<file path="src/rtl/soft_tlb_pkg.sv">
package soft_tlb_pkg;
  localparam int VA_W     = 32;
  localparam int PAGE_LSB = 12;
  localparam int PN_W     = VA_W - PAGE_LSB;
  localparam int ASID_W   = 4;
  localparam int APG_W    = 4;
  localparam int IDX_W    = 5;

  // bit positions of the register fields
  localparam int CTRL_IDX_LSB  = 8;
  localparam int CTRL_RSV_BIT  = 27;
  localparam int EPN_VALID_BIT = 9;
  localparam int SEG_APG_LSB   = 5;
  localparam int SEG_G_BIT     = 4;
  localparam int SEG_SIZE_LSB  = 2;
  localparam int SEG_VALID_BIT = 0;
  localparam int RPN_SMALL_BIT = 3;

  typedef enum logic [2:0] {
    SEL_CTRL = 3'd0,
    SEL_EPN  = 3'd1,
    SEL_SEG  = 3'd2,
    SEL_RPN  = 3'd3,
    SEL_CTX  = 3'd4
  } regSel_e;

  typedef struct packed {
    logic [PN_W-1:0]   epn;
    logic [ASID_W-1:0] asid;
    logic              eValid;
    logic [APG_W-1:0]  apg;
    logic              guarded;
    logic [1:0]        segSize;
    logic              sValid;
    logic              small16k;
    logic [PN_W-1:0]   rpn;
  } tlbEntry_t;

  typedef struct packed {
    logic             commit;
    logic [IDX_W-1:0] slot;
    tlbEntry_t        entry;
  } commitStrobe_t;

  // number of untranslated low address bits for a given size setting
  function automatic logic [4:0] pageShift(input logic [1:0] segSize, input logic small16k);
    case (segSize)
      2'b11:   return 5'd23;
      2'b01:   return 5'd19;
      default: return small16k ? 5'd14 : 5'd12;
    endcase
  endfunction

  function automatic logic [VA_W-1:0] pageMask(input logic [1:0] segSize, input logic small16k);
    logic [VA_W-1:0] one;
    one = 1;
    return ~((one << pageShift(segSize, small16k)) - one);
  endfunction

  function automatic logic [1:0] sizeCode(input logic [1:0] segSize, input logic small16k);
    case (segSize)
      2'b11:   return 2'd3;
      2'b01:   return 2'd2;
      default: return {1'b0, small16k};
    endcase
  endfunction
endpackage

</file>
<file path="src/rtl/soft_tlb_ctrl.sv">
module soft_tlb_ctrl
  import soft_tlb_pkg::*;
#(
  parameter int ENTRIES   = 32,
  parameter int RSV_SLOTS = 4
) (
  input  logic              clk,
  input  logic              rstN,
  input  logic              regWrEn,
  input  logic [2:0]        regSel,
  input  logic [31:0]       regWrData,
  output logic [31:0]       regRdData,
  input  logic              missNow,
  input  logic [PN_W-1:0]   missPage,
  output logic [ASID_W-1:0] ctxAsid,
  output logic [31:0]       epnWord,
  output logic [IDX_W-1:0]  ctrlIdx,
  output logic              ctrlRsv,
  output commitStrobe_t     stb
);
  localparam logic [IDX_W-1:0] LAST_IDX = IDX_W'(ENTRIES - 1);
  localparam logic [IDX_W-1:0] RSV_IDX  = IDX_W'(RSV_SLOTS);

  regSel_e selE;
  assign selE = regSel_e'(regSel);

  logic [IDX_W-1:0]  idxQ;
  logic              rsvQ;
  logic [PN_W-1:0]   epnPageQ;
  logic              epnValidQ;
  logic [ASID_W-1:0] epnAsidQ;
  logic [APG_W-1:0]  apgQ;
  logic              guardQ;
  logic [1:0]        sizeQ;
  logic              segValidQ;
  logic [ASID_W-1:0] ctxQ;

  logic wrCtrl, wrEpn, wrSeg, wrRpn, wrCtx;
  assign wrCtrl = regWrEn && (selE == SEL_CTRL);
  assign wrEpn  = regWrEn && (selE == SEL_EPN);
  assign wrSeg  = regWrEn && (selE == SEL_SEG);
  assign wrRpn  = regWrEn && (selE == SEL_RPN);
  assign wrCtx  = regWrEn && (selE == SEL_CTX);

  function automatic logic [IDX_W-1:0] stepIdx(input logic [IDX_W-1:0] cur, input logic rsv);
    logic [IDX_W-1:0] nxt;
    nxt = (cur == LAST_IDX) ? '0 : cur + 1'b1;
    if (rsv && (nxt < RSV_IDX)) nxt = RSV_IDX;
    return nxt;
  endfunction

  always_ff @(posedge clk) begin
    if (!rstN) begin
      idxQ <= '0;
      rsvQ <= 1'b0;
    end else if (wrCtrl) begin
      idxQ <= regWrData[CTRL_IDX_LSB +: IDX_W];
      rsvQ <= regWrData[CTRL_RSV_BIT];
    end else if (wrRpn) begin
      idxQ <= stepIdx(idxQ, rsvQ);
    end
  end

  // a miss capture wins over a software write of the page register
  always_ff @(posedge clk) begin
    if (!rstN) begin
      epnPageQ  <= '0;
      epnValidQ <= 1'b0;
      epnAsidQ  <= '0;
    end else if (missNow) begin
      epnPageQ  <= missPage;
      epnValidQ <= 1'b0;
      epnAsidQ  <= ctxQ;
    end else if (wrEpn) begin
      epnPageQ  <= regWrData[31:PAGE_LSB];
      epnValidQ <= regWrData[EPN_VALID_BIT];
      epnAsidQ  <= regWrData[ASID_W-1:0];
    end
  end

  always_ff @(posedge clk) begin
    if (!rstN) begin
      apgQ      <= '0;
      guardQ    <= 1'b0;
      sizeQ     <= '0;
      segValidQ <= 1'b0;
      ctxQ      <= '0;
    end else begin
      if (wrSeg) begin
        apgQ      <= regWrData[SEG_APG_LSB +: APG_W];
        guardQ    <= regWrData[SEG_G_BIT];
        sizeQ     <= regWrData[SEG_SIZE_LSB +: 2];
        segValidQ <= regWrData[SEG_VALID_BIT];
      end
      if (wrCtx) ctxQ <= regWrData[ASID_W-1:0];
    end
  end

  logic [31:0] ctrlWord, segWord;
  always_comb begin
    ctrlWord = '0;
    ctrlWord[CTRL_IDX_LSB +: IDX_W] = idxQ;
    ctrlWord[CTRL_RSV_BIT] = rsvQ;
    epnWord = '0;
    epnWord[31:PAGE_LSB] = epnPageQ;
    epnWord[EPN_VALID_BIT] = epnValidQ;
    epnWord[ASID_W-1:0] = epnAsidQ;
    segWord = '0;
    segWord[SEG_APG_LSB +: APG_W] = apgQ;
    segWord[SEG_G_BIT] = guardQ;
    segWord[SEG_SIZE_LSB +: 2] = sizeQ;
    segWord[SEG_VALID_BIT] = segValidQ;
  end

  always_comb begin
    case (selE)
      SEL_CTRL: regRdData = ctrlWord;
      SEL_EPN:  regRdData = epnWord;
      SEL_SEG:  regRdData = segWord;
      SEL_CTX:  regRdData = {{(32-ASID_W){1'b0}}, ctxQ};
      default:  regRdData = '0;
    endcase
  end

  always_comb begin
    stb.commit         = wrRpn;
    stb.slot           = idxQ;
    stb.entry.epn      = epnPageQ;
    stb.entry.asid     = epnAsidQ;
    stb.entry.eValid   = epnValidQ;
    stb.entry.apg      = apgQ;
    stb.entry.guarded  = guardQ;
    stb.entry.segSize  = sizeQ;
    stb.entry.sValid   = segValidQ;
    stb.entry.small16k = regWrData[RPN_SMALL_BIT];
    stb.entry.rpn      = regWrData[31:PAGE_LSB];
  end

  logic unusedWr;
  assign unusedWr = ^{regWrData[PAGE_LSB-1:EPN_VALID_BIT+1], regWrData[EPN_VALID_BIT-1:ASID_W]};

  assign ctxAsid = ctxQ;
  assign ctrlIdx = idxQ;
  assign ctrlRsv = rsvQ;
endmodule

</file>
<file path="src/rtl/soft_tlb_dp.sv">
module soft_tlb_dp
  import soft_tlb_pkg::*;
#(
  parameter int ENTRIES = 32
) (
  input  logic              clk,
  input  logic              rstN,
  input  commitStrobe_t     stb,
  input  logic [ASID_W-1:0] ctxAsid,
  input  logic              lkValid,
  input  logic [VA_W-1:0]   lkVa,
  output logic              anyHit,
  output logic              lkHit,
  output logic              lkMiss,
  output logic              lkMulti,
  output logic [VA_W-1:0]   lkPa,
  output logic [APG_W-1:0]  lkApg,
  output logic              lkGuarded,
  output logic [1:0]        lkSize
);
  localparam logic [IDX_W:0] ENT_LIM = (IDX_W+1)'(ENTRIES);

  tlbEntry_t          tblQ [ENTRIES];
  logic [ENTRIES-1:0] hitVec;

  always_ff @(posedge clk) begin
    if (!rstN) begin
      for (int i = 0; i < ENTRIES; i++) tblQ[i] <= '0;
    end else if (stb.commit && ({1'b0, stb.slot} < ENT_LIM)) begin
      tblQ[stb.slot] <= stb.entry;
    end
  end

  for (genvar g = 0; g < ENTRIES; g++) begin : gMatch
    logic [VA_W-1:0] cmpMask;
    assign cmpMask = pageMask(tblQ[g].segSize, tblQ[g].small16k);
    assign hitVec[g] = tblQ[g].eValid && tblQ[g].sValid && (tblQ[g].asid == ctxAsid)
                       && (((lkVa ^ {tblQ[g].epn, {PAGE_LSB{1'b0}}}) & cmpMask) == '0);
  end

  logic [IDX_W-1:0] winIdx;
  always_comb begin
    winIdx = '0;
    for (int i = ENTRIES - 1; i >= 0; i--) begin
      if (hitVec[i]) winIdx = IDX_W'(i);
    end
  end

  tlbEntry_t       winEnt;
  logic [VA_W-1:0] winMask, paNext;
  logic            multiNext;
  assign winEnt    = tblQ[winIdx];
  assign winMask   = pageMask(winEnt.segSize, winEnt.small16k);
  assign paNext    = ({winEnt.rpn, {PAGE_LSB{1'b0}}} & winMask) | (lkVa & ~winMask);
  assign anyHit    = |hitVec;
  assign multiNext = |(hitVec & (hitVec - 1'b1));

  always_ff @(posedge clk) begin
    if (!rstN) begin
      lkHit <= 1'b0; lkMiss <= 1'b0; lkMulti <= 1'b0;
      lkPa <= '0; lkApg <= '0; lkGuarded <= 1'b0; lkSize <= '0;
    end else begin
      lkHit  <= lkValid && anyHit;
      lkMiss <= lkValid && !anyHit;
      if (lkValid && anyHit) begin
        lkMulti   <= multiNext;
        lkPa      <= paNext;
        lkApg     <= winEnt.apg;
        lkGuarded <= winEnt.guarded;
        lkSize    <= sizeCode(winEnt.segSize, winEnt.small16k);
      end else begin
        lkMulti <= 1'b0; lkPa <= '0; lkApg <= '0; lkGuarded <= 1'b0; lkSize <= '0;
      end
    end
  end
endmodule

</file>
<file path="src/rtl/soft_tlb.sv">
module soft_tlb
  import soft_tlb_pkg::*;
#(
  parameter int ENTRIES   = 32,
  parameter int RSV_SLOTS = 4
) (
  input  logic        clk,
  input  logic        rstN,
  input  logic        regWrEn,
  input  logic [2:0]  regSel,
  input  logic [31:0] regWrData,
  output logic [31:0] regRdData,
  input  logic        lkValid,
  input  logic [31:0] lkVa,
  output logic        lkHit,
  output logic        lkMiss,
  output logic        lkMulti,
  output logic [31:0] lkPa,
  output logic [3:0]  lkApg,
  output logic        lkGuarded,
  output logic [1:0]  lkSize
);
  commitStrobe_t     stb;
  logic [ASID_W-1:0] ctxAsid;
  logic [31:0]       epnWord;
  logic [IDX_W-1:0]  ctrlIdx;
  logic              ctrlRsv;
  logic              anyHit;
  logic              missNow;
  logic              commitEvt;

  assign missNow   = lkValid && !anyHit;
  assign commitEvt = stb.commit;

  soft_tlb_ctrl #(.ENTRIES(ENTRIES), .RSV_SLOTS(RSV_SLOTS)) i_ctrl (
    .clk(clk), .rstN(rstN), .regWrEn(regWrEn), .regSel(regSel), .regWrData(regWrData),
    .regRdData(regRdData), .missNow(missNow), .missPage(lkVa[31:PAGE_LSB]),
    .ctxAsid(ctxAsid), .epnWord(epnWord), .ctrlIdx(ctrlIdx), .ctrlRsv(ctrlRsv), .stb(stb)
  );

  soft_tlb_dp #(.ENTRIES(ENTRIES)) i_dp (
    .clk(clk), .rstN(rstN), .stb(stb), .ctxAsid(ctxAsid), .lkValid(lkValid), .lkVa(lkVa),
    .anyHit(anyHit), .lkHit(lkHit), .lkMiss(lkMiss), .lkMulti(lkMulti), .lkPa(lkPa),
    .lkApg(lkApg), .lkGuarded(lkGuarded), .lkSize(lkSize)
  );
endmodule

</file>
<file path="config.mk">
export PLATFORM = sky130hd
export DESIGN_NAME = soft_tlb
export DESIGN_NICKNAME = d
export VERILOG_FILES = /design/src/rtl/soft_tlb_pkg.sv /design/src/rtl/soft_tlb_ctrl.sv /design/src/rtl/soft_tlb_dp.sv /design/src/rtl/soft_tlb.sv
export SDC_FILE = /design/constraint.sdc
export NUM_CORES = 2
export LEC_CHECK = 0
export ABC_AREA = 1
export BUFFER_PORTS_ARGS = -buffer_cell sky130_fd_sc_hd__clkbuf_2
export CORE_MARGIN = 2
export CORE_UTILIZATION = 40
export DETAILED_ROUTE_END_ITERATION = 10
export PLACE_DENSITY = 0.55
export REMOVE_ABC_BUFFERS = 1
export SLEW_MARGIN = 20
export SYNTH_ARGS = -nofsm -noshare
export SYNTH_HDL_FRONTEND = slang
export SYNTH_SLANG_ARGS = --single-unit
</file>
<file path="constraint.sdc">
create_clock -name clk -period 12.73 [get_ports clk]
set_input_delay 2.546 -clock clk [delete_from_list [all_inputs] [get_ports clk]]
set_output_delay 2.546 -clock clk [all_outputs]
set_load 0.005 [all_outputs]
</file>
### Yosys cells after proc, flatten, opt, wreduce, memory -nomap -nowiden

Memories as Yosys holds them, arrays and structs flattened.
Cells that the tools add are included.

| storage, ports and cells | value |
|---|---|
| bits in registers | 85 |
| memory bits (writable) | 1728 |
| output and inout bits | 74 |
| word-level logic and storage cells | 553 |
| memories | 1 |
| input port bits | 71 |

| cells by class | value |
|---|---|
| eq/ne operators | 103 |
| order comparisons | 1 |
| shift operators | 33 |
| mux-type cells | 115 |
| bitwise logic cells | 103 |
| reductions and logical operators | 145 |
| $add $sub $neg | 35 |

Memory list:

| memory | depth | bits a word | read ports | clocked after Yosys merged registers in | write ports | line | RTL |
|---|---|---|---|---|---|---|---|
| i_dp.tblQ | 32 | 54 | 33 | 0 | 32 | soft_tlb_dp.sv:23 | `tlbEntry_t tblQ [ENTRIES];` |

Operator list:

| kind | count |
|---|---|
| 32-bit bitwise AND | 35 |
| 32-bit inverter | 34 |
| 32-bit by 1-bit subtractor with 32-bit output, second input constant | 34 |
| 1-bit by 5-bit left shift with 32-bit output, first input constant | 33 |
| 32-bit logical NOT | 32 |
| 32-bit bitwise XOR | 32 |
| 5-bit one-hot mux with 2 select lines | 33 |
| 5-bit 2-to-1 mux | 37 |
| 4-bit equality test | 32 |
| 32-bit one-hot mux with 4 select lines | 1 |
| 1-bit logical AND | 104 |
| 2-bit by 1-bit equality test with 1-bit output, second input constant | 33 |
| 2-bit equality test, second input constant | 33 |
| 2-bit 2-to-1 mux | 33 |
| 32-bit OR reduction | 2 |
| 54-bit 2-to-1 mux | 1 |
| 54-bit OR reduction | 1 |
| 20-bit 2-to-1 mux | 2 |
| 32-bit bitwise OR | 1 |
| 4-bit 2-to-1 mux | 2 |
| 3-bit by 2-bit equality test with 1-bit output, second input constant | 2 |
| 5-bit by 1-bit adder with 5-bit output, second input constant | 1 |
| 5-bit equality test, second input constant | 1 |
| 5-bit by 3-bit < comparator with 1-bit output, second input constant | 1 |
| 10 further kinds | 15 |

### Depth between registers and ports, before layout

An unclocked memory read counts as a cell.

| logic depth | value |
|---|---|
| depth in word-level cells | 50 |
| mapped depth | 55 |

### Hierarchy

Synthesis repeated with hierarchy kept, for this count alone.

| unflattened totals | value |
|---|---|
| cell total of the unflattened synthesis | 8443 |
| area, all modules | 84345.9 µm² |

By module, submodules not included:

| module | cells an instance | sequential area each (µm²) | area an instance (µm²) | instances |
|---|---|---|---|---|
| soft_tlb_dp | 7999 | 52730.6 | 81461.9 | 1 |
| soft_tlb_ctrl | 442 | 860.8 | 2874.0 | 1 |
| soft_tlb | 2 | 0.0 | 10.0 | 1 |

### Worst setup path after synthesis

No wires, ideal clock.

| timing path | value |
|---|---|
| path kind | input to register |
| start | input lkVa[27] |
| end | register i_dp.lkApg[0] |
| buffers on the path | 9 |
| required time | 12.612 ns |
| library setup time | 0.118 ns |
| arrival time | 6.002 ns |
| cell stages on the path | 26 |
| slack | 6.610 ns |
| cell sequence | buf_4 > inv_2 > buf_6 > buf_4 > buf_4 > buf_6 > buf_4 > buf_4 > nor2_1 > a211oi_1 > nand3_1 > nor4_1 > nand3_1 > nand2_1 > nor2_1 > nand2_1 > inv_1 > and3_1 > nand2_1 > inv_1 > nand2_1 > inv_1 > buf_2 > buf_2 > nor3_1 > nor2_1 |

| between the ends | value |
|---|---|
| cells in the longest elaborated chain, start to end | 37 |
| elaborated cells on any way between the ends | 164 |

Ends and longest elaborated chain:

| element | line | RTL |
|---|---|---|
| start, declared | soft_tlb.sv:14 | `input logic [31:0] lkVa,` |
| 32-bit bitwise XOR | soft_tlb_dp.sv:38 | `&& (((lkVa ^ {tblQ[g].epn, {PAGE_LSB{1'b0}}}) & cmpMask) == '0);` |
| 32-bit bitwise AND | soft_tlb_dp.sv:38 |  |
| 32-bit logical NOT | soft_tlb_dp.sv:38 |  |
| 1-bit logical AND | soft_tlb_dp.sv:38 |  |
| 5-bit 2-to-1 mux (32 in series) | soft_tlb_dp.sv:45 | `if (hitVec[i]) winIdx = IDX_W'(i);` |
| memory read 32 x 54 bit | -- |  |
| end signal, assigned | soft_tlb_dp.sv:68 | `lkApg <= winEnt.apg;` |
| end, declared | soft_tlb_dp.sv:17 | `output logic [APG_W-1:0] lkApg,` |

Parallel ways exist; a longest one is shown, timed or not.
A chain may end at the register's enable or synchronous reset.

### Worst setup path after layout

| timing path | value |
|---|---|
| start | input lkVa[28] |
| end | register i_dp.lkPa[25] |

| between the ends | value |
|---|---|
| cells in the longest elaborated chain, start to end | 45 |
| elaborated cells on any way between the ends | 175 |

Ends and longest elaborated chain:

| element | line | RTL |
|---|---|---|
| 32-bit bitwise XOR | soft_tlb_dp.sv:38 |  |
| 32-bit bitwise AND | soft_tlb_dp.sv:38 |  |
| 32-bit logical NOT | soft_tlb_dp.sv:38 |  |
| 1-bit logical AND | soft_tlb_dp.sv:38 |  |
| 5-bit 2-to-1 mux (32 in series) | soft_tlb_dp.sv:45 |  |
| memory read 32 x 54 bit | -- |  |
| 2-bit by 1-bit equality test with 1-bit output (tied with other cells) | soft_tlb_pkg.sv:47 | `case (segSize)` |
| 5-bit one-hot mux with 2 select lines | soft_tlb_pkg.sv:47 |  |
| 1-bit by 5-bit left shift with 32-bit output | soft_tlb_pkg.sv:57 | `return ~((one << pageShift(segSize, small16k)) - one);` |
| 32-bit by 1-bit subtractor with 32-bit output | soft_tlb_pkg.sv:57 |  |
| 32-bit inverter | soft_tlb_pkg.sv:57 |  |
| 32-bit inverter | soft_tlb_dp.sv:54 | `assign paNext = ({winEnt.rpn, {PAGE_LSB{1'b0}}} & winMask) \| (lkVa & ~winMask);` |
| 32-bit bitwise AND | soft_tlb_dp.sv:54 |  |
| 32-bit bitwise OR | soft_tlb_dp.sv:54 |  |
| end signal, assigned | soft_tlb_dp.sv:67 | `lkPa <= paNext;` |
| end, declared | soft_tlb_dp.sv:16 | `output logic [VA_W-1:0] lkPa,` |

Parallel ways exist; a longest one is shown, timed or not.

==> metrics.txt <==
status completed; clk buf depth 3; Crit Path Category input port to flop; Synth Instances 8,242; die area 212,400 µm²; vias in the first global route 60,212; post-synthesis adder-cell area fraction 0.0008990; Reg clk slew, reported paths 0.06 ns; Final setup viols 0; post-synthesis compound-gate area fraction 0.07234; power density over cell area 141.7 nW/µm²; Synthesis Warnings 0; CP Max Fanout 153; Num CTS Buffers 196; Post-CTS Setup Bufs 0; I/O Pins 145; Hold WC Path Type flop to flop; Final #Nets 8,194; cts-stage hold buffer count 0; Worst setup SP type input port; largest family of logic cells by synthesized area simple AND/OR/NAND/NOR gates; simple logic cell fraction of the synthesized area 0.1994; core region area approximately 210,000 µm²; drt first-iter violations roughly 8,000; Post-Synth XOR/XNOR Area 0.03251; Critical Path RT 13.53 ns; post-route cell area 92,930 µm²; die height 460.9 µm; cell leakage power 34.36 nW; CTS tree built; CP Capture Type flop; post-synth top area cell edfxtp_1; via count 63,635; peak supply drop 127.3 µV; worst skew pair latency 0.88 ns; Critical Path Start lkVa[28]; worst slew pin tran 1.282 ns; Port-buffer cells 144; min-delay src i_ctrl.segValidQ; max cap viols 0; area grow syn2layout 11.28%; Crit-path slowest cell nor4_2; remaining antenna violation count 0; WP buf/inv 6; GR Util All Layers 0.2937; max_slew headroom 0.1375; post-synthesis mux area share 0; Async SR Flop Fraction 0; Post-synth EDFFs between 1,500 and 2,000; RSZ-0062 raised after global routing false; first-pass GRT wire length 445.4 mm; H-tree levels 4; Routed WL 314.8 mm; post-CTS resize count 0; root buffer cell clkbuf_16; most common cell in the netlist nor2_1; arrival time at the worst endpoint 9.86 ns; largest net degree at the start of global routing 167; vias per inst 5.743; Commonest cells post-synth nor2_1 (2,216), edfxtp_1 (1,728), nand2_1 (1,126); synthesized flop and latch total 1,813; Top Family by Delay on Critical Path simple AND/OR/NAND/NOR gates; Die W 460.9 µm; DR pass1 iterations 6; sequential element share of the synthesized area 0.6418; FF-to-FF setup slack 4.91 ns; FMAX 110.5 MHz; RR Startpoint i_ctrl.ctxAsid[3]; Overflow after GRT 0; average size of a mapped cell 10.13 µm²; Yosys top cell area share 0.6214; num rows between 150 and 200; final-report hold violation count 0; Top FF cell, synth edfxtp_1; sum of negative setup slack 0 ns; Crit path top cell by count nand2_1; Pwr Total 13.16 mW; minimum clock period 9.052 ns; Sink Count 1,813; Clock Skews 0.05915 ns; Initial Util 0.4029; initial antenna violation count 7; hold slack between 0.4 and 0.5 ns; crit-path max cell delay 0.78 ns; GPL Wtd Cong 0.9246; top post-synthesis cells by area edfxtp_1 (62%), nor2_1 (10%), nand2_1 (5.1%), nand3_1 (3.1%), xnor2_1 (2.1%); placed cell areas 86,680 µm²; fin util 0.4483; Cell Area, Synth around 84,000 µm²; Final Max Tran Viols 0; dpl hpwl 175.3 mm; Period Utilization, post-route 0.7110; Distinct cells, synth between 60 and 70; Routed wire per std cell 28.41 µm; share of layout cells above drive strength 1 0.09316; drc violations 0
metal layers:
layer  vias up  GRT usage  wire (µm)
met2      3618     0.4637     143800
met5         -          0         13
met4         2     0.1465      16960
met3       643    0.04967      31050
li1      27823          -          -
met1     31549     0.3912     123000
path summary, 6_finish.rpt:
kind	to	cells past startpoint
setup / recovery	i_dp.lkPa[25]	39
hold / removal	i_ctrl.segValidQ	2
setup reg to reg	i_dp.lkPa[25]	37
hold reg to reg	i_ctrl.segValidQ	2
final cells by class:
cell class / instances / area [µm²]
fillers: 19548 / 114400
flip-flops and latches: 1813 / 53590
multi-input cells: 5415 / 26020
clock buffers: 265 / 5408
well taps: 2788 / 3488
repair buffers: 335 / 2277
inverters: 356 / 1361
clock inverters: 103 / 768.2
diodes: 6 / 15.01
registers in the layout, indices dropped and copies added (netlist names):
signal and cells:
i_ctrl.epnAsidQ 4, i_dp.lkApg 4, i_ctrl.guardQ 1, i_dp.lkMulti 1
i_dp.tblQ 1728, i_dp.lkMiss 1, i_dp.lkHit 1, i_ctrl.ctrlIdx 5
i_ctrl.ctxAsid 4, i_ctrl.sizeQ 2, i_dp.lkSize 2, i_dp.lkGuarded 1
i_dp.lkPa 32, i_ctrl.segValidQ 1, i_ctrl.apgQ 4, i_ctrl.ctrlRsv 1
i_ctrl.epnValidQ 1, i_ctrl.epnPageQ 20
power breakdown:
part | leakage [nW] | internal [mW] | switching [mW] | total [mW]
logic | 12.8 | 0.185 | 0.637 | 0.822
clock network | 3.00 | 3.08 | 2.47 | 5.55
registers | 18.5 | 6.71 | 0.0779 | 6.79
total | 34.4 | 9.98 | 3.19 | 13.2
worst register-to-register path: cells and delay by family (launching register included):
family	cells	cell delay [ns]
and+or+nand+nor	29	3.98
AOI/OAI and AO/OA	4	0.76
DFF	1	0.56
buffers and inverters	4	2.50
per-stage QoR:
| stage | cells | setup slack (ns) |
|---|---|---|
| 3_5_place_dp | 10706 | 3.143 |
| 5_1_grt | 11077 | 3.354 |
| 3_3_place_gp | 10706 | 3.081 |
| 4_1_cts | 11074 | 4.039 |
| 6_report | 11081 | 3.678 |
| 2_1_floorplan | 7584 | 0.3512 |
cells in the final DEF, fill, tap and decap left out, types with 48 or more instances in the layout:
| cell | synthesis | routed |
|---|---|---|
| a211oi_1 | 58 | 58 |
| nand3_1 | 518 | 516 |
| nand2_4 | 4 | 50 |
| o21ai_1 | 139 | 139 |
| o21ai_0 | 248 | 248 |
| nand2_1 | 1126 | 1062 |
| buf_4 | 30 | 183 |
| nor3_1 | 54 | 52 |
| o22ai_1 | 104 | 104 |
| a21oi_1 | 225 | 224 |
| edfxtp_1 | 1728 | 1728 |
| clkbuf_2 | 0 | 143 |
| clkbuf_16 | 0 | 199 |
| xnor2_1 | 197 | 197 |
| clkbuf_1 | 397 | 48 |
| inv_1 | 319 | 305 |
| dfxtp_1 | 85 | 84 |
| a221oi_1 | 63 | 63 |
| nand4_1 | 53 | 53 |
| clkinv_1 | 14 | 67 |
| xor2_1 | 113 | 113 |
| nor2_1 | 2216 | 2213 |
logic make-up after synthesis:
group,after synthesis
flip-flops,1813
AO/OA/AOI/OAI,997
XOR/XNOR,310
adder cells (fa/ha/maj),6
buffers and inverters,1015
AND/OR/NAND/NOR,4100
other,1
Note: power is estimated with default switching activity, not from simulation.
